`src/rtl/ds1_alarm_pkg.sv`:
```
package ds1_alarm_pkg;
   localparam int DS1_CHANNELS = 24;
   localparam int DS1_CH_BITS  = 8;
   localparam int FDL_WIDTH    = 16;
   localparam logic [FDL_WIDTH-1:0] FDL_YEL_CODE = 16'hFF00;

   function automatic int frame_len(input int nch, input int nbits);
      return nch * nbits + 1;
   endfunction
endpackage

```
`src/rtl/ds1_yel_det.sv`:
```
module ds1_yel_det (
   input  logic clk,
   input  logic rst_n,
   input  logic slot_hit,
   input  logic rx_bit,
   input  logic frame_stb,
   output logic yel_o
);
   logic seen_one;

   always_ff @(posedge clk) begin
      if (!rst_n) begin
         seen_one <= 1'b0;
         yel_o    <= 1'b0;
      end else if (frame_stb) begin
         yel_o    <= !seen_one;
         seen_one <= 1'b0;
      end else if (slot_hit && rx_bit) begin
         seen_one <= 1'b1;
      end
   end
endmodule

```
`src/rtl/ds1_fdl_yel_det.sv`:
```
module ds1_fdl_yel_det #(
   parameter int              W    = 16,
   parameter logic [W-1:0]    PAT  = 16'hFF00,
   parameter int              HOLD = 16
) (
   input  logic clk,
   input  logic rst_n,
   input  logic fdl_bit_vld,
   input  logic rx_bit,
   input  logic frame_stb,
   output logic esf_yel_o
);
   localparam int CW = $clog2(HOLD + 1);
   localparam logic [CW-1:0] HOLD_C = CW'(HOLD);

   logic [W-1:0]  hist;
   logic [W-1:0]  hist_nx;
   logic [CW-1:0] since_hit;

   assign hist_nx = {hist[W-2:0], rx_bit};

   always_ff @(posedge clk) begin
      if (!rst_n) begin
         hist      <= '0;
         since_hit <= HOLD_C;
         esf_yel_o <= 1'b0;
      end else begin
         if (fdl_bit_vld) begin
            hist <= hist_nx;
            if (hist_nx == PAT)
               since_hit <= '0;
            else if (since_hit < HOLD_C)
               since_hit <= since_hit + 1'b1;
         end
         if (frame_stb)
            esf_yel_o <= (since_hit < HOLD_C);
      end
   end
endmodule

```
`src/rtl/ds1_ais_det.sv`:
```
module ds1_ais_det #(
   parameter int RUN     = 2,
   parameter int WIN     = 2,
   parameter bit USE_OOF = 1'b1
) (
   input  logic clk,
   input  logic rst_n,
   input  logic bit_vld,
   input  logic rx_bit,
   input  logic frame_stb,
   input  logic oof,
   output logic ais_o
);
   localparam int RW = $clog2(RUN + 1);
   localparam int WW = (WIN > 1) ? $clog2(WIN) : 1;
   localparam logic [RW-1:0] RUN_C   = RW'(RUN);
   localparam logic [WW-1:0] WLAST_C = WW'(WIN - 1);

   logic          qual;
   logic          frame_zero;
   logic          win_zero;
   logic [RW-1:0] run_cnt;
   logic [RW-1:0] run_nx;
   logic [WW-1:0] win_cnt;
   logic          win_end;
   logic          win_zero_nx;

   generate
      if (USE_OOF) begin : g_oof_qual
         assign qual = oof;
      end else begin : g_no_qual
         assign qual = 1'b1;
      end
   endgenerate

   always_comb begin
      if (frame_zero)            run_nx = '0;
      else if (run_cnt == RUN_C) run_nx = RUN_C;
      else                       run_nx = run_cnt + 1'b1;
      win_end     = (win_cnt == WLAST_C);
      win_zero_nx = win_zero | frame_zero;
   end

   always_ff @(posedge clk) begin
      if (!rst_n) begin
         frame_zero <= 1'b0;
         win_zero   <= 1'b0;
         run_cnt    <= '0;
         win_cnt    <= '0;
         ais_o      <= 1'b0;
      end else if (frame_stb) begin
         if (win_end && win_zero_nx)
            ais_o <= 1'b0;
         else if (run_nx == RUN_C && qual)
            ais_o <= 1'b1;
         run_cnt    <= run_nx;
         win_cnt    <= win_end ? '0 : win_cnt + 1'b1;
         win_zero   <= win_end ? 1'b0 : win_zero_nx;
         frame_zero <= 1'b0;
      end else if (bit_vld && !rx_bit) begin
         frame_zero <= 1'b1;
      end
   end
endmodule

```
`src/rtl/ds1_alarm_det.sv`:
```
module ds1_alarm_det
   import ds1_alarm_pkg::*;
#(
   parameter int                   N_CH        = DS1_CHANNELS,
   parameter int                   CH_BITS     = DS1_CH_BITS,
   parameter int                   YEL_POS     = 1,
   parameter int                   FDL_W       = FDL_WIDTH,
   parameter logic [FDL_W-1:0]     FDL_PAT     = FDL_YEL_CODE,
   parameter int                   FDL_HOLD    = 16,
   parameter int                   AIS_RUN     = 2,
   parameter int                   AIS_WIN     = 2,
   parameter bit                   AIS_USE_OOF = 1'b1,
   localparam int                  CH_W        = $clog2(N_CH),
   localparam int                  BI_W        = $clog2(CH_BITS)
) (
   input  logic            clk,
   input  logic            rst_n,
   input  logic            bit_vld,
   input  logic            rx_bit,
   input  logic            fbit,
   input  logic [CH_W-1:0] chan_idx,
   input  logic [BI_W-1:0] bit_idx,
   input  logic            fdl_stb,
   input  logic            frame_stb,
   input  logic            oof,
   output logic            yel_alarm,
   output logic            esf_yel_alarm,
   output logic            ais_alarm
);
   localparam int FRAME_BITS = frame_len(N_CH, CH_BITS);

   generate
      if (N_CH < 2 || CH_BITS < 2) begin : g_bad_frame
         $error("ds1_alarm_det: frame of %0d bits too small", FRAME_BITS);
      end
      if (YEL_POS < 0 || YEL_POS >= CH_BITS) begin : g_bad_pos
         $error("ds1_alarm_det: YEL_POS out of range");
      end
      if (FDL_W < 2 || FDL_HOLD < 1) begin : g_bad_fdl
         $error("ds1_alarm_det: bad data-link parameters");
      end
      if (AIS_RUN < 1 || AIS_WIN < 2) begin : g_bad_ais
         $error("ds1_alarm_det: bad all-ones parameters");
      end
   endgenerate

   logic yel_slot;
   logic fdl_bit_vld;

   assign yel_slot = bit_vld && !fbit
                     && ({1'b0, chan_idx} < (CH_W+1)'(N_CH))
                     && (bit_idx == BI_W'(YEL_POS));
   assign fdl_bit_vld = bit_vld && fbit && fdl_stb;

   ds1_yel_det i_yel (
      .clk       (clk),
      .rst_n     (rst_n),
      .slot_hit  (yel_slot),
      .rx_bit    (rx_bit),
      .frame_stb (frame_stb),
      .yel_o     (yel_alarm)
   );

   ds1_fdl_yel_det #(
      .W    (FDL_W),
      .PAT  (FDL_PAT),
      .HOLD (FDL_HOLD)
   ) i_fdl (
      .clk         (clk),
      .rst_n       (rst_n),
      .fdl_bit_vld (fdl_bit_vld),
      .rx_bit      (rx_bit),
      .frame_stb   (frame_stb),
      .esf_yel_o   (esf_yel_alarm)
   );

   ds1_ais_det #(
      .RUN     (AIS_RUN),
      .WIN     (AIS_WIN),
      .USE_OOF (AIS_USE_OOF)
   ) i_ais (
      .clk       (clk),
      .rst_n     (rst_n),
      .bit_vld   (bit_vld),
      .rx_bit    (rx_bit),
      .frame_stb (frame_stb),
      .oof       (oof),
      .ais_o     (ais_alarm)
   );
endmodule

```
`config.mk`:
```
export PLATFORM = sky130hd
export DESIGN_NAME = ds1_alarm_det
export DESIGN_NICKNAME = d
export VERILOG_FILES = /design/src/rtl/ds1_alarm_pkg.sv /design/src/rtl/ds1_yel_det.sv /design/src/rtl/ds1_fdl_yel_det.sv /design/src/rtl/ds1_ais_det.sv /design/src/rtl/ds1_alarm_det.sv
export SDC_FILE = /design/constraint.sdc
export NUM_CORES = 1
export LEC_CHECK = 0
export ABC_CLOCK_PERIOD_IN_PS = 1430
export BUFFER_PORTS_ARGS = -buffer_cell sky130_fd_sc_hd__buf_2
export CAP_MARGIN = 10
export CORE_AREA = 2 2 55 57
export DETAILED_ROUTE_END_ITERATION = 10
export DIE_AREA = 0 0 57 59
export PLACE_DENSITY = 0.71
export SLEW_MARGIN = 10
export SYNTH_ARGS = -nofsm -noshare
export SYNTH_HDL_FRONTEND = slang
export SYNTH_HIERARCHICAL = 1
export SYNTH_SLANG_ARGS = --single-unit
export TNS_END_PERCENT = 5
```
`constraint.sdc`:
```
create_clock -name clk -period 1.43 [get_ports clk]
set_input_delay 0.286 -clock clk [delete_from_list [all_inputs] [get_ports clk]]
set_output_delay 0.286 -clock clk [all_outputs]
set_load 0.005 [all_outputs]
```
==> results of run 1 <==
[sequential cells by signal (all words and copies together), names as in the netlist]
register and cells:
i_ais/ais_o 1, i_ais/frame_zero 1, i_ais/run_cnt 2, i_ais/win_cnt 1
i_ais/win_zero 1, i_fdl/esf_yel_o 1, i_fdl/hist 15, i_fdl/since_hit 5
i_yel/seen_one 1, i_yel/yel_o 1
[per-stage QoR]
stage / utilization [%] / worst slack (ns)
finish: 57.48 / -0.1356
global route: 57.48 / -0.2187
CTS: 57.43 / -0.1175
detailed placement: 54.94 / -0.2692
global placement: 54.94 / -0.2266
floorplan: - / -0.01423
[logic make-up after synthesis]
kind of cell / Yosys count
AO/OA/AOI/OAI: 20
XOR/XNOR: 1
adder cells (fa/ha/maj): 2
buffers and inverters: 10
flip-flops: 29
multiplexers: 16
AND/OR/NAND/NOR: 51
[metal layers]
metal	share of wire, %	track usage (%)
met5	0	0
met4	2.2	6.977
met3	6.5	7.424
met2	48	26.93
met1	44	17.49
[power by group]
| part | switching, mW | internal (mW) |
|---|---|---|
| combinational | 0.0611 | 0.0718 |
| sequential | 0.0127 | 0.825 |
| clock | 0.264 | 0.232 |
[tightest hold or removal path, stage by stage]
cell	delay, ns
buf_2	0.12
a21oi_1	0.12
nor3b_1	0.06
[area by class of cell]
type / count / area [um^2]
sequential: 29 / 583.1
timing repair buffer: 26 / 170.2
fill: 245 / 1152
clock buffer: 7 / 55.05
tap: 31 / 38.79
multi-input combinational: 90 / 691.9
inverter: 5 / 18.77
[worst max-delay path by stage]
| stage | endpoint | slack, ns | cells past startpoint |
|---|---|---|---|
| 3_5_place_dp | i_fdl/since_hit[2] | -0.27 | 5 |
| 3_3_place_gp | i_fdl/since_hit[3] | -0.23 | 5 |
| 2_1_floorplan | i_fdl/since_hit[0] | -0.01 | 4 |
| 4_1_cts | i_fdl/since_hit[2] | -0.12 | 5 |
| 5_1_grt | i_fdl/since_hit[4] | -0.22 | 5 |
| 6_report | i_fdl/since_hit[2] | -0.14 | 5 |
[cell usage in the layout, fill, tap and decap left out, types with 2 or more instances in the layout]
master and count:
nor2b_1 19, inv_1 5, buf_2 15, buf_4 10
nand4b_1 2, o21ai_0 4, dfxtp_1 27, clkbuf_4 5
a21oi_1 7, and2_1 4, ha_1 2, o21a_1 4
nand3b_1 3, nand2_1 6, nor3b_1 2, dfxtp_2 2
nor2_1 3, mux2i_1 16
[timing repair]
item	CTS	global route
buffers inserted	1	0
setup endpoints to repair	5	5
resized for setup	2	1
pin swaps	2	0
==> flow_summary.ini, run 1 <==
[global_routing]
grt_overflow = 0
grt_max_degree = 30
antenna_found_initial = 0
gr-usage-all-layers_pct = 16.04
grt_pass1_wl_um = 3981
grt_pass1_vias = 947

[clocking]
cts_buffers = 5
cts_tree = yes
clock_path_buffers = 2
cts-htree-levels = 2
clock-root-buffer = clkbuf_4
clk_latency_ns = 0.32
clock_sinks = 29
hold_buffers = 0
clk_pin_slew_ns = 0.08

[timing]
timing.fmax_ghz = 0.6387
setup_viol = 5
layout_setup_ws_ns = -0.1356
slew_headroom_pct = 73.13
whs_ns = 0.3038
period_minus_slack_ns = 1.566
fin_crit_sh_pct = 109.5
drv_slew = 0
final_hold_viol_count = 0
tns_ns = -0.6314
grt_setup_unrepaired = true
worst_pin_slew_ns = 0.4030
finClkSkew_ns = 0.002478

[finish]
areaGrowthSynthToFinish_pct = 19.25
final_area_um2 = 1558
antenna_cells = 0
layout.cells.non_filler = 188
drive_gt1_share_pct = 27.39
fin_nets = 175

[synthesis]
synth-edff-count = 0
synthTopCellsByArea = dfxtp_1 44%, mux2i_1 12%, nor2b_1 9.1%
synth-adder-area-share_pct = 1.916
synth_ff_type = dfxtp_1
synthXorXnorAreaFrac_pct = 0.6705
syn-instance-count = 129
ys_types = 33
synth_area_um2 = 1306
synth.most_common_cell = dfxtp_1
synth_top_family_by_area = simple AND/OR/NAND/NOR gates
ys_ff_latch = 29
synth_top_area_cell = dfxtp_1
syn-num-nets = 147
ys_warn_count = 6
synthSimpleGateAreaFrac_pct = 27.59
synthMuxAreaShare_pct = 12.26
syn_area_per_cell_um2 = 10.13
synth_top_area_share_pct = 44.44
synth_compound_area_share_pct = 9.962
ys_seq_area_share_pct = 44.44
synthTopCellsByCount = 29 x dfxtp_1, 19 x nor2b_1, 16 x mux2i_1
synth-async-reset-ratio_pct = 0

[power_and_ir_drop]
power_mw = 1.466
p_leak_nw = 0.6131
p_per_area_nw_per_um2 = 941.2
ir_drop_mv = 0.6370

[worst_hold_path]
hold_end = i_ais/frame_zero
min_from = bit_vld
hold_path_class = in2reg
worstHoldPathCells = 3

[run_status]
violations = setup timing
status = finished with violations

[setup_path]
r2r_start = i_fdl/hist[5]
required_ns = 1.65
end_kind = flip-flop
rr_worst_depth = 5
cp_slowest_cell = or4b_4
cpPeakStageDelay_ns = 0.54
cp_max_fo = 5
critPathTopFamily = simple AND/OR/NAND/NOR gates
ff2ff_setup_slack_ns = -0.14
startpoint_type = flip-flop
r2r-end = i_fdl/since_hit[2]
cp_data_arrival_time_ns = 1.79
critPathKind = reg2reg
worst-path-buf-inv = 1
path_cells = or4b_4, nor4_4, buf_4, a21oi_2, o21a_1
cp-startpoint = i_fdl/hist[5]

[drt]
drc = 0
dr_total_vias = 972
first_pass_iters = 4
ant_nets = 0
avgRoutedWirePerCell_um = 12.19
drt_iter0_markers = 23
totalWireLength_um = 2292
vias_per_cell = 5.170

[job]
cap_viol_max_count = 0

[place]
placed_cells = 180
gp_congestion = 0.6452
port_buffers = 15
place_area_um2 = 1489
dpl.hpwl_um = 1632

[floorplan]
die_area_um2 = 3363
die_x_um = 57
core_um2 = 2710
num_rows = 19
io_pins = 19
initial_core_util_pct = 48.20
die_h_um = 59
No activity file was read; power rests on OpenSTA's default activity.
==> inputs of run 2 (changes only) <==
Settings changed: PLACE_DENSITY 0.71 to 0.82, SLEW_MARGIN 10 to default.
==> run 2 against run 1 <==
- the flow still finishes with violations (setup timing)
- register-to-register slack better by 0.02 ns
- sequential share of layout area is 0.49 points higher
- global-route usage is 1.1 points lower
- cell area is 1.3% lower
- non-clock buffer count stayed put
- hold slack better by 0.0026 ns
- sequential power hardly changed
- wire length is 5.1% lower
- critical path depth stayed put
- critical path type unchanged
- largest power group unchanged
==> flow_summary.ini, run 2 (synthesis gave the netlist of run 1 again) <==
[global_routing]
gr-usage-all-layers_pct = 14.93
grt_pass1_vias = 942
grt_pass1_wl_um = 3815
antenna_found_initial = 0
busiest_layer = met2
grt_overflow = 0
grt_use_met2_pct = 26.60
grt_use_met1_pct = 15.71
grt_max_degree = 30
met3_usage_pct = 6.769

[place]
gp_congestion = 0.7678
dp_slack_ns = -0.2604
dpl.hpwl_um = 1586
port_buffers = 15
place_area_um2 = 1476

[timing]
finClkSkew_ns = 0.005991
worst_pin_slew_ns = 0.4061
slew_headroom_pct = 72.93
fin_crit_sh_pct = 107.7
drv_slew = 0
timing.fmax_ghz = 0.6490
whs_ns = 0.3064
final_hold_viol_count = 0
grt_setup_unrepaired = true
period_minus_slack_ns = 1.541
setup_viol = 5
layout_setup_ws_ns = -0.1108
tns_ns = -0.4930

[finish]
fin_nets = 175
final_area_um2 = 1538
antenna_cells = 0
drive_gt1_share_pct = 27.22
areaGrowthSynthToFinish_pct = 17.72
largest_reg_flops = 15
layout_common_cells = 27 x dfxtp_1, 19 x nor2b_1, 16 x mux2i_1, 15 x buf_2, 11 x buf_4
mostFrequentLayoutCell = dfxtp_1
largestRegisters = i_fdl/hist: 15 flops, i_fdl/since_hit: 5 flops, i_ais/run_cnt: 2 flops
fillers = 243
regMostFlops = i_fdl/hist

[setup_path]
r2r-end = i_fdl/since_hit[2]
required_ns = 1.64
r2r_start = i_fdl/hist[0]
path_cells = or4_4, nor4_4, buf_4, a21oi_1, o21a_1
rr_worst_depth = 5
critPathKind = reg2reg
cp_max_fo = 5
startpoint_type = flip-flop
cp_data_arrival_time_ns = 1.75
cp_slowest_cell = or4_4
cpPeakStageDelay_ns = 0.52
ff2ff_setup_slack_ns = -0.11
end_kind = flip-flop

[floorplan]
initial_core_util_pct = 48.20
core_um2 = 2710
die_x_um = 57
die_h_um = 59
die_area_um2 = 3363
num_rows = 19
io_pins = 19

[power_and_ir_drop]
p_leak_nw = 0.6106
power_mw = 1.410
ir_drop_mv = 0.7382
p_per_area_nw_per_um2 = 916.7

[drt]
totalWireLength_um = 2176
drt_iter0_markers = 21
dr_total_vias = 983
first_pass_iters = 4
avgRoutedWirePerCell_um = 11.51
drc = 0
ant_nets = 0
vias_per_cell = 5.201

[clocking]
clock_sinks = 29
clk_pin_slew_ns = 0.09
cts-htree-levels = 2
cts_tree = yes
clk_latency_ns = 0.31
clock_path_buffers = 2
clock-root-buffer = clkbuf_4
hold_buffers = 0
cts_buffers = 5

[worst_hold_path]
hold_path_class = in2reg
hold_end = i_ais/frame_zero
worstHoldPathCells = 3
min_from = bit_vld

[job]
cap_viol_max_count = 0

[run_status]
violations = setup timing
status = finished with violations
run 2: cell types whose count changed in the layout (fill, tap and decap cells not counted), sizes merged:
cell	change
clkinv	+2
clkbuf	-1
run 2: cell type report:
class	count	area [um^2]	share of cell area, %
inverter	5	18.77	1.221
sequential	29	583.1	37.92
tap	31	38.79	2.522
multi-input combinational	90	688.2	44.75
timing repair buffer	26	157.7	10.25
clock buffer	6	41.29	2.685
clock inverter	2	10.01	0.6509
run 2: what timing repair did:
item | 4_1_cts | 5_1_grt
pin swaps | 1 | 1
gates resized for setup | 0 | 2
setup endpoints to repair | 5 | 5
buffers inserted | 1 | 0
run 2: per-layer routing:
layer | wire (um) | vias up | share of wire, %
met2 | 1122 | 25 | 52
li1 | - | 505 | -
met1 | 909 | 451 | 42
met5 | 0 | - | 0
met3 | 130 | 2 | 6.0
met4 | 14 | 0 | 0.64
run 2: worst max path at each step:
stage / slack, ns / endpoint / startpoint
after floorplan: -0.01 / i_fdl/since_hit[0] / rx_bit
after global placement: -0.21 / i_fdl/since_hit[0] / rx_bit
after detailed placement: -0.26 / i_fdl/since_hit[1] / rx_bit
after CTS: -0.13 / i_fdl/since_hit[2] / i_fdl/hist[4]
after global routing: -0.16 / i_fdl/since_hit[2] / i_fdl/hist[0]
final: -0.11 / i_fdl/since_hit[2] / i_fdl/hist[0]
run 2: per-stage QoR:
step | util (%) | cells
final | 56.74 | 189
after CTS | 56.65 | 189
after detailed placement | 54.48 | 180
after floorplan | - | 129
after global routing | 56.74 | 189
after global placement | 54.48 | 180
run 2: report_power, final:
part	total (mW)	switching (mW)	leakage [nW]	internal (mW)
clock network	0.444	0.258	0.0320	0.187
registers	0.838	0.0125	0.236	0.825
logic	0.127	0.0583	0.343	0.0692
total	1.41	0.328	0.611	1.08
run 2: worst max-delay path, delay by kind of cell, from the launching register on:
family | cells | cell delay (ns)
and+or+nand+nor | 2 | 0.73
DFF | 1 | 0.33
AOI/OAI and AO/OA | 2 | 0.21
buffers and inverters | 1 | 0.17
